==> src/rtl/irq_cas_pkg.sv <==
package irq_cas_pkg;
   // Which unit supplies the vector for an acknowledge
   typedef enum logic {
      SRC_MASTER = 1'b0,
      SRC_SLAVE  = 1'b1
   } irq_src_e;
endpackage

==> src/rtl/irq_prio_resolve.sv <==
// Fixed-priority resolver: index 0 highest. Finds the top pending request and
// the top in-service level; a request wins only if strictly above the latter.
module irq_prio_resolve #(
   parameter  int unsigned N  = 8,
   localparam int unsigned LW = $clog2(N),
   localparam int unsigned IW = LW + 1
) (
   input  logic [N-1:0]  req,
   input  logic [N-1:0]  isr,
   output logic          hit,
   output logic [LW-1:0] lvl,
   output logic          top_vld,
   output logic [LW-1:0] top_idx
);
   logic [IW-1:0] r_idx;
   logic [IW-1:0] s_idx;

   always_comb begin
      r_idx = IW'(N);
      s_idx = IW'(N);
      for (int i = N - 1; i >= 0; i--) begin
         if (req[i]) r_idx = IW'(i);
         if (isr[i]) s_idx = IW'(i);
      end
   end

   assign hit     = (r_idx < s_idx);
   assign lvl     = r_idx[LW-1:0];
   assign top_vld = (s_idx != IW'(N));
   assign top_idx = s_idx[LW-1:0];
endmodule

==> src/rtl/irq_ctrl_unit.sv <==
// One priority unit: in-service register plus resolver. Acknowledge and
// end-of-interrupt merge into a single next-state expression.
module irq_ctrl_unit #(
   parameter  int unsigned N  = 8,
   localparam int unsigned LW = $clog2(N)
) (
   input  logic          clk,
   input  logic          rst_n,
   input  logic [N-1:0]  req,
   input  logic          take,
   input  logic          eoi,
   output logic          hit,
   output logic [LW-1:0] lvl,
   output logic [N-1:0]  isr
);
   logic          top_vld;
   logic [LW-1:0] top_idx;
   logic [N-1:0]  set_m;
   logic [N-1:0]  clr_m;
   logic [N-1:0]  isr_q;

   irq_prio_resolve #(.N(N)) u_res (
      .req     (req),
      .isr     (isr_q),
      .hit     (hit),
      .lvl     (lvl),
      .top_vld (top_vld),
      .top_idx (top_idx)
   );

   always_comb begin
      set_m = '0;
      clr_m = '0;
      if (take && hit)    set_m[lvl]     = 1'b1;
      if (eoi && top_vld) clr_m[top_idx] = 1'b1;
   end

   always_ff @(posedge clk or negedge rst_n) begin
      if (!rst_n) isr_q <= '0;
      else        isr_q <= (isr_q & ~clr_m) | set_m;
   end

   assign isr = isr_q;
endmodule

==> src/rtl/cascade_irq_arbiter.sv <==
module cascade_irq_arbiter
   import irq_cas_pkg::*;
#(
   parameter  int unsigned N_LINES  = 8,
   parameter  int unsigned VEC_W    = 8,
   parameter  int unsigned CAS_PORT = 2,
   parameter  int unsigned MST_BASE = 1,
   parameter  int unsigned SLV_BASE = 14,
   localparam int unsigned LW       = $clog2(N_LINES),
   localparam int unsigned BW       = VEC_W - LW
) (
   input  logic                 clk,
   input  logic                 rst_n,
   input  logic [2*N_LINES-1:0] irq_req,
   input  logic                 ack,
   input  logic                 eoi_mst,
   input  logic                 eoi_slv,
   output logic                 int_out,
   output logic [VEC_W-1:0]     vec_out,
   output logic [LW-1:0]        cas_out
);
   // Elaboration-time parameter checks
   if (N_LINES < 2 || (1 << LW) != N_LINES) begin : g_bad_lines
      $error("N_LINES must be a power of two, at least 2");
   end
   if (CAS_PORT >= N_LINES) begin : g_bad_port
      $error("CAS_PORT must name a master input");
   end
   if (VEC_W <= LW) begin : g_bad_vecw
      $error("VEC_W must exceed the level width");
   end
   if (MST_BASE >= (1 << BW) || SLV_BASE >= (1 << BW) || MST_BASE == SLV_BASE) begin : g_bad_base
      $error("vector bases must fit and differ");
   end

   logic               s_hit, m_hit;
   logic [LW-1:0]      s_lvl, m_lvl;
   logic [N_LINES-1:0] s_isr, m_isr, m_req;
   logic               s_take;
   irq_src_e           src;
   logic [VEC_W-1:0]   vec_q;
   logic [LW-1:0]      cas_q;

   always_comb begin
      m_req           = irq_req[N_LINES-1:0];
      m_req[CAS_PORT] = s_hit;
   end

   assign src    = (m_lvl == LW'(CAS_PORT)) ? SRC_SLAVE : SRC_MASTER;
   assign s_take = ack && m_hit && (src == SRC_SLAVE);

   irq_ctrl_unit #(.N(N_LINES)) u_slv (
      .clk   (clk),
      .rst_n (rst_n),
      .req   (irq_req[2*N_LINES-1:N_LINES]),
      .take  (s_take),
      .eoi   (eoi_slv),
      .hit   (s_hit),
      .lvl   (s_lvl),
      .isr   (s_isr)
   );

   irq_ctrl_unit #(.N(N_LINES)) u_mst (
      .clk   (clk),
      .rst_n (rst_n),
      .req   (m_req),
      .take  (ack),
      .eoi   (eoi_mst),
      .hit   (m_hit),
      .lvl   (m_lvl),
      .isr   (m_isr)
   );

   always_ff @(posedge clk or negedge rst_n) begin
      if (!rst_n) begin
         vec_q <= '0;
         cas_q <= '0;
      end else if (ack && m_hit) begin
         cas_q <= m_lvl;
         vec_q <= (src == SRC_SLAVE) ? {BW'(SLV_BASE), s_lvl} : {BW'(MST_BASE), m_lvl};
      end
   end

   assign int_out = m_hit;
   assign vec_out = vec_q;
   assign cas_out = cas_q;
endmodule

==> config.mk <==
export PLATFORM = sky130hd
export DESIGN_NAME = cascade_irq_arbiter
export DESIGN_NICKNAME = d
export VERILOG_FILES = /design/src/rtl/irq_cas_pkg.sv /design/src/rtl/irq_prio_resolve.sv /design/src/rtl/irq_ctrl_unit.sv /design/src/rtl/cascade_irq_arbiter.sv
export SDC_FILE = /design/constraint.sdc
export NUM_CORES = 1
export LEC_CHECK = 0
export CAP_MARGIN = 5
export CORE_MARGIN = 3
export CORE_UTILIZATION = 47
export CTS_CLUSTER_DIAMETER = 60
export DETAILED_ROUTE_END_ITERATION = 8
export PLACE_DENSITY = 0.83
export RECOVER_POWER = 100
export SYNTH_ARGS = -nofsm -noshare
export SYNTH_HDL_FRONTEND = slang
export SYNTH_SLANG_ARGS = --single-unit
==> constraint.sdc <==
create_clock -name clk -period 4.56 [get_ports clk]
set_clock_uncertainty 0.05 [all_clocks]
set_input_delay 0.912 -clock clk [delete_from_list [all_inputs] [get_ports clk]]
set_output_delay 0.912 -clock clk [all_outputs]
set_load 0.005 [all_outputs]
* Yosys cells after proc, flatten, opt, wreduce, memory -nomap -nowiden
Index checks and enable logic that the tools add are counted. Widths: inputs -> output; s select.
Word-level totals: register bits 27, bits of input ports 21, output and inout port bits 12, word-level logic and storage cells 78
Operators by class: order comparisons 10, eq/ne operators 3, mux-type cells 46, bitwise operators 6, reductions and logical operators 9
Operators by type and width (number):
- $mux 4 | 32
- $mux 8 | 4
- $and 8x8->8 | 2
- $lt 3x4->1 const B | 4
- $not 8->8 | 2
- $or 8x8->8 | 2
- $demux 1 s3 | 4
- $ge 3x1->1 const B | 4
- $logic_and 1x1->1 | 9
- $lt 4x4->1 | 2
- $ne 4x4->1 const B | 2
- $mux 7 | 1
- $mux 1 | 5
- $eq 3x2->1 const B | 1

* Longest topological paths before layout
Gate-level depths: netlist of run 1.
word-level depth 18, gate-level depth with buffers 17

* By module
From an unflattened synthesis of run 1, not the netlist that was laid out.
Unflattened totals: cells, all modules 178, area, all modules 1614.0 um2
Modules (own cells, without submodules):
- irq_ctrl_unit | instances 2, cells each 34, area an instance 370.4 um2
- irq_prio_resolve | instances 2, cells each 39, area an instance 246.5 um2
- cascade_irq_arbiter | instances 1, cells each 32, area an instance 380.4 um2

* Worst setup path before layout of run 1
Ideal clock, no wire load.
path type input to output, from input irq_req[11], to output int_out, data arrival time 3.462 ns, setup slack 0.136 ns, cell stages on the path 13, buffers on the path 0, cell sequence nor4_1 o41ai_1 inv_1 ha_1 a21o_1 a21oi_4 o21ai_1 and4_1 ha_1 a211o_1 a21oi_1 o221ai_2 nand2_1
On the way: longest elaborated chain between the ends 9
RTL lines:
- from (decl) | RTL line cascade_irq_arbiter.sv:14 | input logic [2*N_LINES-1:0] irq_req,
- $mux 4 (4 in a row) | RTL line irq_prio_resolve.sv:22 | if (req[i]) r_idx = IW'(i);
- $lt 4x4->1 | RTL line irq_prio_resolve.sv:27 | assign hit = (r_idx < s_idx);
- $mux 4 (3 in a row) | RTL line irq_prio_resolve.sv:22
- $lt 4x4->1 | RTL line irq_prio_resolve.sv:27
- to (decl) | RTL line cascade_irq_arbiter.sv:18 | output logic int_out,
Every way passes these cells.

* Worst setup path in the final report of run 1
from input irq_req[13], to output int_out
On the way: longest elaborated chain between the ends 11
RTL lines:
- $mux 4 (6 in a row) | RTL line irq_prio_resolve.sv:22
- $lt 4x4->1 | RTL line irq_prio_resolve.sv:27
- $mux 4 (3 in a row) | RTL line irq_prio_resolve.sv:22
- net m_lvl[1] | RTL line cascade_irq_arbiter.sv:37 | logic [LW-1:0] s_lvl, m_lvl;
- $lt 4x4->1 | RTL line irq_prio_resolve.sv:27
The timed path passes the listed nets, and every way through them passes these cells.

==> results list, run 1 <==
- Die X-Extent: about 67 um
- Total gr overflow: 0
- Main combinational cell family by area after synthesis: compound AO/OA/AOI/OAI gates
* Class of the most critical hold timing path: register to register
- The number of global-route vias before repair is 1615.
- In this run the count of I/O pins placed on the die edge is 33.
- Residual DRC count: 0
* Yosys synthesis warning count: 0
- Critical path required time: about 3.6 ns
* Number of buffers on the longest clock path: 2
- Leakage Power: about 1.1 nW
- Clock Root Buffer: sky130_fd_sc_hd__clkbuf_8
- Total power for the finished layout comes to ~0.0014 W.
* End-of-flow core utilization: approximately three quarters
- First-pass GRT wire length: approximately 7500 um
* Clk slew on worst S/H paths: 0.09 ns
* Number of design-rule violations left by the first detailed-router iteration: 131
- Number of cells produced by synthesis: 181
- Floorplan Core Area: ~3500 sq um
- For this run, the total global-route usage over all layers was measured as 22.1%.
* Maximum vdd ir drop: about 0.46 mV
- Buffers added on ports: 30
- Final hold violation count: 0
* Number of setup violations in the final report: 0
- The final layout contains ~270 nets.
- Hold Worst Slack: 0.441 ns
- Pwr/cell area: 571 nW/um^2
- Worst Slack Setup Final: between 0.03 and 0.04 ns
* Max-capacitance violation count: 0
- After layout, the worst path uses roughly 100% of the clock period.
- Number of placement rows: 21
- Latest clock arrival within the worst-skew pair: around 0.27 ns
* Achievable Freq: 221 MHz
* Flops & latches, synth: 24
* RePlAce Congestion: between 0.8 and 0.9
- Max Slew Vio Count: 0
- Synth Area in Simple Gates: between 20 and 25%
* HPWL after detailed placement: 3250 um
* Area of the die: ~4500 sq um
- Synthesized-area fraction occupied by xor and xnor cells: 0%
* Portion of synthesized cell area occupied by the leading cell type: 34.4%
- Run status: finished clean
- Initial antenna violation count: 0
- In this run, synthesis inferred 0 flip-flops with an integrated enable.
- Die boundary height: roughly 67 um
* H-tree level count: 1
* Max transition margin: 30.2%
- The number of different library cells used by synthesis comes to 55.
- Sinks on the clock net: 24
- Fraction of the yosys area taken by sequential cells: 34.4%
- Nature of the critical path startpoint: input pin
- CP Max Fanout: 3
* Actual transition at the worst max-transition pin: around 1.0 ns
* Pin count of the biggest net entering global routing: 25
- Area of the mapped netlist: 1750 sq um
* Synthesized-area fraction occupied by ao, oa, aoi and oai cells: between 20% and 30%
* Number of buffers inserted by hold repair at cts: 0
* Unrepaired setup endpoints after global routing: true
* Adder-Cell Fraction of Synth Area: 4.30%
- Total iterations of the first detailed-routing run: 5
* TritonCTS clock tree: done
* Cell type with the highest aggregate area in the netlist: sky130_fd_sc_hd__dfrtp_1
- For this run, asynchronously set or reset flops after synthesis account for 100%.
* Fillers: ~260
* Post-DR vias/cell: roughly 6.1
- Detailed-route via count: 1761
- The repair_antennas step left the layout with diodes totalling 0.
* Cells taking the most area after synthesis: sky130_fd_sc_hd__dfrtp_1, sky130_fd_sc_hd__o31ai_1, sky130_fd_sc_hd__ha_1
- The setup path with the least slack is of type input pin to output pin.
- In the final routed layout, each cell accounts on average for around 17 um.
* Most frequent cells after synthesis: sky130_fd_sc_hd__dfrtp_1, sky130_fd_sc_hd__nand2_1, sky130_fd_sc_hd__o21ai_0, sky130_fd_sc_hd__o31ai_1, sky130_fd_sc_hd__nor2_1
* Most used flip-flop cell after synthesis: sky130_fd_sc_hd__dfrtp_1
- Area growth, synth to finish: 45.3%
- In the final layout, the share of cells above drive strength 1 is a little over a third.
- Mux cell area share after synthesis: 5.44%
- Overall routed net length: ~5000 um
- The routed design could run at a clock period as short as ~4.5 ns.
- OpenSTA, run right after detailed placement, puts the worst setup slack at -0.842 ns.
* Mean Syn Cell Area: between 9 and 10 sq um
* Data arrival, critical path: roughly 3.6 ns
- Remaining number of nets flagged by the antenna check after routing: 0
- Initial cell density of the core: about 50%
- Yosys instantiated no cell more often than sky130_fd_sc_hd__dfrtp_1.
- The worst setup path is captured at an output pin.
- CTS buffer count: 3
* Nets in the synthesized netlist: 208
-- cell families after synthesis --
group           count (synthesis)
other cells                     1
fa+ha+maj                       6
compound gates                 59
buf+inv                        17
mux                             8
flops                          24
simple gates                   66
-- final timing paths --
kind | to | start | slack (ns) | cells past startpoint
worst min-delay path | cas_out[0]$_DFFE_PN0P_ | cas_out[0]$_DFFE_PN0P_ | 0.44 | 1
worst min register to register | cas_out[0]$_DFFE_PN0P_ | cas_out[0]$_DFFE_PN0P_ | 0.44 | 1
max in group asynchronous | u_slv.isr[3]$_DFF_PN0_ | rst_n | 2.61 | 1
worst max-delay path | int_out | irq_req[13] | 0.04 | 16
min in group asynchronous | u_mst.isr[2]$_DFF_PN0_ | rst_n | 1.22 | 1
worst max register to register | cas_out[2]$_DFFE_PN0P_ | u_slv.isr[0]$_DFF_PN0_ | 0.74 | 17
-- routing by layer --
metal	track usage, %	routed length [um]	up-vias	part of all wire [%]
met5	0	0	-	0
met1	30.2	2040	851	41
met3	2.19	305	17	6.2
li1	-	-	814	-
met4	10.9	134	0	2.7
met2	34.7	2430	79	50
-- cell type report --
class | instances | area, sq um | share of cell area (%)
Multi-Input combinational cell | 140 | 1200 | 47.2
Sequential cell | 24 | 601 | 23.7
Timing Repair Buffer | 67 | 572 | 22.5
Tap cell | 46 | 57.6 | 2.27
Clock buffer | 3 | 41.3 | 1.63
Inverter | 10 | 37.5 | 1.48
Clock inverter | 1 | 30.0 | 1.18
-- power by group --
part           switching (W)  internal [W]
registers          0.0000566      0.000270
logic               0.000467      0.000469
clock network      0.0000697      0.000118
-- critical path: stages --
cell and delay (ns):
sky130_fd_sc_hd__clkdlybuf4s15_1 0.22, sky130_fd_sc_hd__o41ai_4 0.41, sky130_fd_sc_hd__inv_2 0.10, sky130_fd_sc_hd__ha_4 0.30
sky130_fd_sc_hd__a21o_1 0.17, sky130_fd_sc_hd__a21oi_4 0.08, sky130_fd_sc_hd__buf_4 0.15, sky130_fd_sc_hd__o21a_4 0.13
sky130_fd_sc_hd__o21ai_4 0.17, sky130_fd_sc_hd__inv_2 0.08, sky130_fd_sc_hd__ha_4 0.16, sky130_fd_sc_hd__a211o_1 0.27
sky130_fd_sc_hd__a21oi_2 0.12, sky130_fd_sc_hd__o221ai_2 0.10, sky130_fd_sc_hd__nand2_1 0.07, sky130_fd_sc_hd__buf_2 0.10
-- sequential cells by signal (all words and copies together) (netlist names) --
register / cells
u_slv.isr: 8
u_mst.isr: 8
cas_out: 3
vec_out: 5
-- what timing repair did --
action	in CTS	in global routing
buffers inserted	3	5
resized for setup	26	31
endpoints found under the setup margin	13	8
pin swaps	14	14
-- per-stage QoR --
step	cell area [sq um]	cells	TNS (ns)
floorplan	1750	181	0
global placement	2270	279	-2.90
detailed placement	2270	279	-6.71
CTS	2420	286	0
global route	2540	291	-0.136
finish	2540	291	0
-- cell usage in the layout (no fill, tap or decap), types with 2 or more instances in the layout --
cell	Yosys	layout
sky130_fd_sc_hd__mux2_4	2	2
sky130_fd_sc_hd__a21o_1	2	2
sky130_fd_sc_hd__dfrtp_1	24	24
sky130_fd_sc_hd__o41ai_1	6	5
sky130_fd_sc_hd__buf_4	3	34
sky130_fd_sc_hd__buf_6	2	3
sky130_fd_sc_hd__dlygate4sd2_1	0	2
sky130_fd_sc_hd__or3_1	5	5
sky130_fd_sc_hd__o21ai_2	1	3
sky130_fd_sc_hd__nor3_1	7	6
sky130_fd_sc_hd__inv_1	9	7
sky130_fd_sc_hd__nand2b_1	3	3
sky130_fd_sc_hd__dlygate4sd3_1	0	11
sky130_fd_sc_hd__o31ai_1	12	12
sky130_fd_sc_hd__nand3_1	3	2
sky130_fd_sc_hd__inv_2	1	3
sky130_fd_sc_hd__o21ai_0	12	10
sky130_fd_sc_hd__nor4_1	6	4
sky130_fd_sc_hd__clkdlybuf4s50_1	0	10
sky130_fd_sc_hd__o32ai_2	3	3
sky130_fd_sc_hd__clkbuf_8	0	3
sky130_fd_sc_hd__o41ai_2	2	2
sky130_fd_sc_hd__mux2i_1	2	2
sky130_fd_sc_hd__nor2b_1	7	7
sky130_fd_sc_hd__o21a_4	2	2
sky130_fd_sc_hd__clkbuf_2	0	4
sky130_fd_sc_hd__ha_4	0	4
sky130_fd_sc_hd__o2111ai_1	2	2
sky130_fd_sc_hd__ha_2	0	2
sky130_fd_sc_hd__a21oi_2	1	3
sky130_fd_sc_hd__nor2_1	11	10
sky130_fd_sc_hd__nand2_1	14	13
sky130_fd_sc_hd__o21ai_1	2	2
sky130_fd_sc_hd__mux2_1	3	3
Power figures use the tool's default switching activity.
==> inputs of run 2 (changes only) <==
GPL_TIMING_DRIVEN = 0   (was not set)
==> run 2 against run 1 <==
Compared with the run above:
- clock power is 22% lower
- sequential share of layout area rose by 1.0 points
- largest cell class unchanged
- register-to-register slack improved by 0.12 ns
- die area unchanged
- design area is 4.2% lower
- largest power group unchanged
- non-clock buffer count is 10 lower
- combinational power fell by 5.0%
- worst setup slack gained 0.048 ns
- worst hold slack better by 0.00099 ns
- maximum frequency increased by 1.1%
- final cell count fell by 3.4%
==> results list, run 2 (synthesis gave the netlist of run 1 again) <==
- Depth of the most critical reg-to-reg path: 17
* Sort of element at the end of the critical path: output pin
- For this run, the slowest stage of the critical path takes roughly 0.43 ns.
- Die X-Extent: 67.0 um
- Post-DR vias/cell: 6.15
- Detailed-route via count: 1728
- CTS buffer count: 3
- The number of global-route vias before repair came to approximately 1600.
* Class of the most critical hold timing path: register to register
* Data arrival, critical path: approximately 3.5 ns
- Buffers added on ports: 30
- End-of-flow core utilization: between 70% and 80%
* Number of instances in the placed design: about 260
* Latest clock arrival within the worst-skew pair: approximately 0.27 ns
* Part of the cycle the worst path needs: 98.1%
* Endpoint of the worst hold-timing path: vec_out[3]$_DFFE_PN0P_
- Launch instance of the worst min-delay path: vec_out[3]$_DFFE_PN0P_
- Total iterations of the first detailed-routing run: 5
* Achievable Freq: 223 MHz
* Number of design-rule violations left by the first detailed-router iteration: between 100 and 150
- Overall routed net length: between 4000 and 5000 um
- Final period demand of the worst path: 4.47 ns
- Dividing total power by cell area gives a power density of between 500 and 600 nW/um^2.
- Once the floorplan was initialized, standard cells occupied roughly half of the core.
* Clock Root Buffer: sky130_fd_sc_hd__clkbuf_8
* Max Slew Vio Count: 0
- After global routing the overflow that remains totals 0.
* Antenna diodes: 0
- The critical path in this run is classified as input pin to output pin.
* Fillers: about 270
- Floorplan Core Area: roughly 3500 sq um
- The worst setup path is launched from an input pin.
- Area growth, synth to finish: 39.2%
* Total placed instance area: ~2100 sq um
- In the final routed layout, each cell accounts on average for between 15 and 20 um.
- After the flow finishes, the layout carries non-filler instances totaling between 200 and 300.
* Critical-path cell list: clkdlybuf4s15_2 > o41ai_4 > inv_2 > ha_4 > a21o_1 > a21oi_4 > buf_6 > o21a_4 > o21ai_4 > inv_4 > ha_1 > o21a_1 > o21ai_1 > nand2b_1 > nand2_1 > buf_2
* HPWL after detailed placement: 2960 um
* RePlAce Congestion: about 0.90
* Most used cells in the layout excluding fill and tap cells: sky130_fd_sc_hd__dfrtp_1, sky130_fd_sc_hd__buf_4, sky130_fd_sc_hd__nand2_1, sky130_fd_sc_hd__o31ai_1, sky130_fd_sc_hd__dlygate4sd3_1
- Leaving out fill and tap cells, the most frequent cell in the layout is sky130_fd_sc_hd__dfrtp_1.
- 33 I/O pins were placed.
* Pin count of the biggest net entering global routing: 25
- Run status: finished clean
- For this design, the slowest cell found on the critical path is sky130_fd_sc_hd__o41ai_4.
* Ratio of cells with drive above 1 in the final layout: 31.5%
- The count of nets left with antenna violations once routing finished came out at 0.
- The final hold violation count is 0.
* Number of setup violations in the final report: 0
- TritonCTS clock tree: done
- Sinks on the clock net: 24
- Worst R2R End: vec_out[2]$_DFFE_PN0P_
- In this run the register-to-register setup slack is 0.86 ns.
* Number of placement rows: 21
- With fillers left out, the area of the finished cells amounts to 2430 sq um.
- At the worst endpoint, the required time is about 3.6 ns.
- H-tree level count: 1
- Across the run, the number of max-cap violations was 0.
- Clk slew on worst S/H paths: roughly 0.080 ns
- First-pass GRT wire length: about 7500 um
- Maximum vdd ir drop: between 0.4 and 0.5 mV
- Global routing consumed, over all layers together, 21.8% of the routing resources.
* Number of buffers on the longest clock path: 2
- The number of antenna violations at the first check in global routing was 0.
- Hold Worst Slack: 0.442 ns
* Residual DRC count: 0
- Min-Delay Path Depth: 1
- Leakage Power: around 1.1 nW
- In the final design database the tool counted 263 nets.
- Start of the worst register-to-register path: u_slv.isr[0]$_DFF_PN0_
- Headroom to the max-slew limit came out at a little under a third.
- CP Max Fanout: 5
* Unrepaired setup endpoints after global routing: true
- Die boundary height: 67.0 um
- For the pin with the worst max-slew slack, the measured transition is 1.04 ns.
* Area of the die: between 4000 and 5000 sq um
run 2: cell count changes in the layout (fill, tap and decap cells not counted), sizes merged:
cell,before,now
clkdlybuf4s15,1,4
clkbuf,7,5
dlygate4sd2,2,0
bufinv,1,0
buf,39,31
run 2: layer usage:
layer  GRT usage, %  wire length (um)
met5              0                 0
met4           12.2               137
met3           3.04               352
met2           32.5              2140
met1           29.9              2040
run 2: cell type report:
cell class              count  area [sq um]  area share [%]
clock buffers               4          55.1            2.26
flip-flops and latches     24           601            24.7
repair buffers             50           448            18.4
well taps                  46          57.6            2.37
plain buffers               7          63.8            2.62
inverters                  10          40.0            1.65
multi-input cells         140          1170            48.0
run 2: how the worst max path moves through the flow:
stage | from | end | slack, ns | cells past startpoint
after floorplan | irq_req[11] | int_out | 0.14 | 13
after global placement | irq_req[10] | int_out | -1.35 | 16
after detailed placement | irq_req[10] | int_out | -1.32 | 16
after CTS | irq_req[11] | int_out | 0.04 | 15
after global routing | irq_req[12] | int_out | -0.07 | 17
final | irq_req[14] | int_out | 0.09 | 16
run 2: power breakdown:
part	switching (W)	leakage, nW	total, W	internal, W
logic	0.000455	0.708	0.000888	0.000432
clock network	0.0000679	0.0288	0.000145	0.0000771
registers	0.0000568	0.322	0.000327	0.000270
run 2: stage by stage:
step | setup TNS (ns) | setup slack, ns | total power (W)
after global routing | -0.0685 | -0.0685 | 0.00145
after detailed placement | -17.03 | -1.32 | 0.00108
after floorplan | 0 | 0.136 | 0.000852
after CTS | 0 | 0.0436 | 0.00131
final | 0 | 0.0851 | 0.00136
after global placement | -17.29 | -1.35 | 0.00107
run 2: timing repair:
action | CTS | global route
hold buffers | 0 | 0
setup buffers | 14 | 6
gates resized for setup | 46 | 14
gates cloned | 0 | 0
pin swaps | 11 | 13
endpoints found under the setup margin | 25 | 1
run 2: worst max-delay path: cells and delay by family:
family / cells / cell delay, ns
compound gates: 7 / 1.33
buf+inv: 5 / 0.65
fa+ha+maj: 2 / 0.47
simple gates: 2 / 0.14
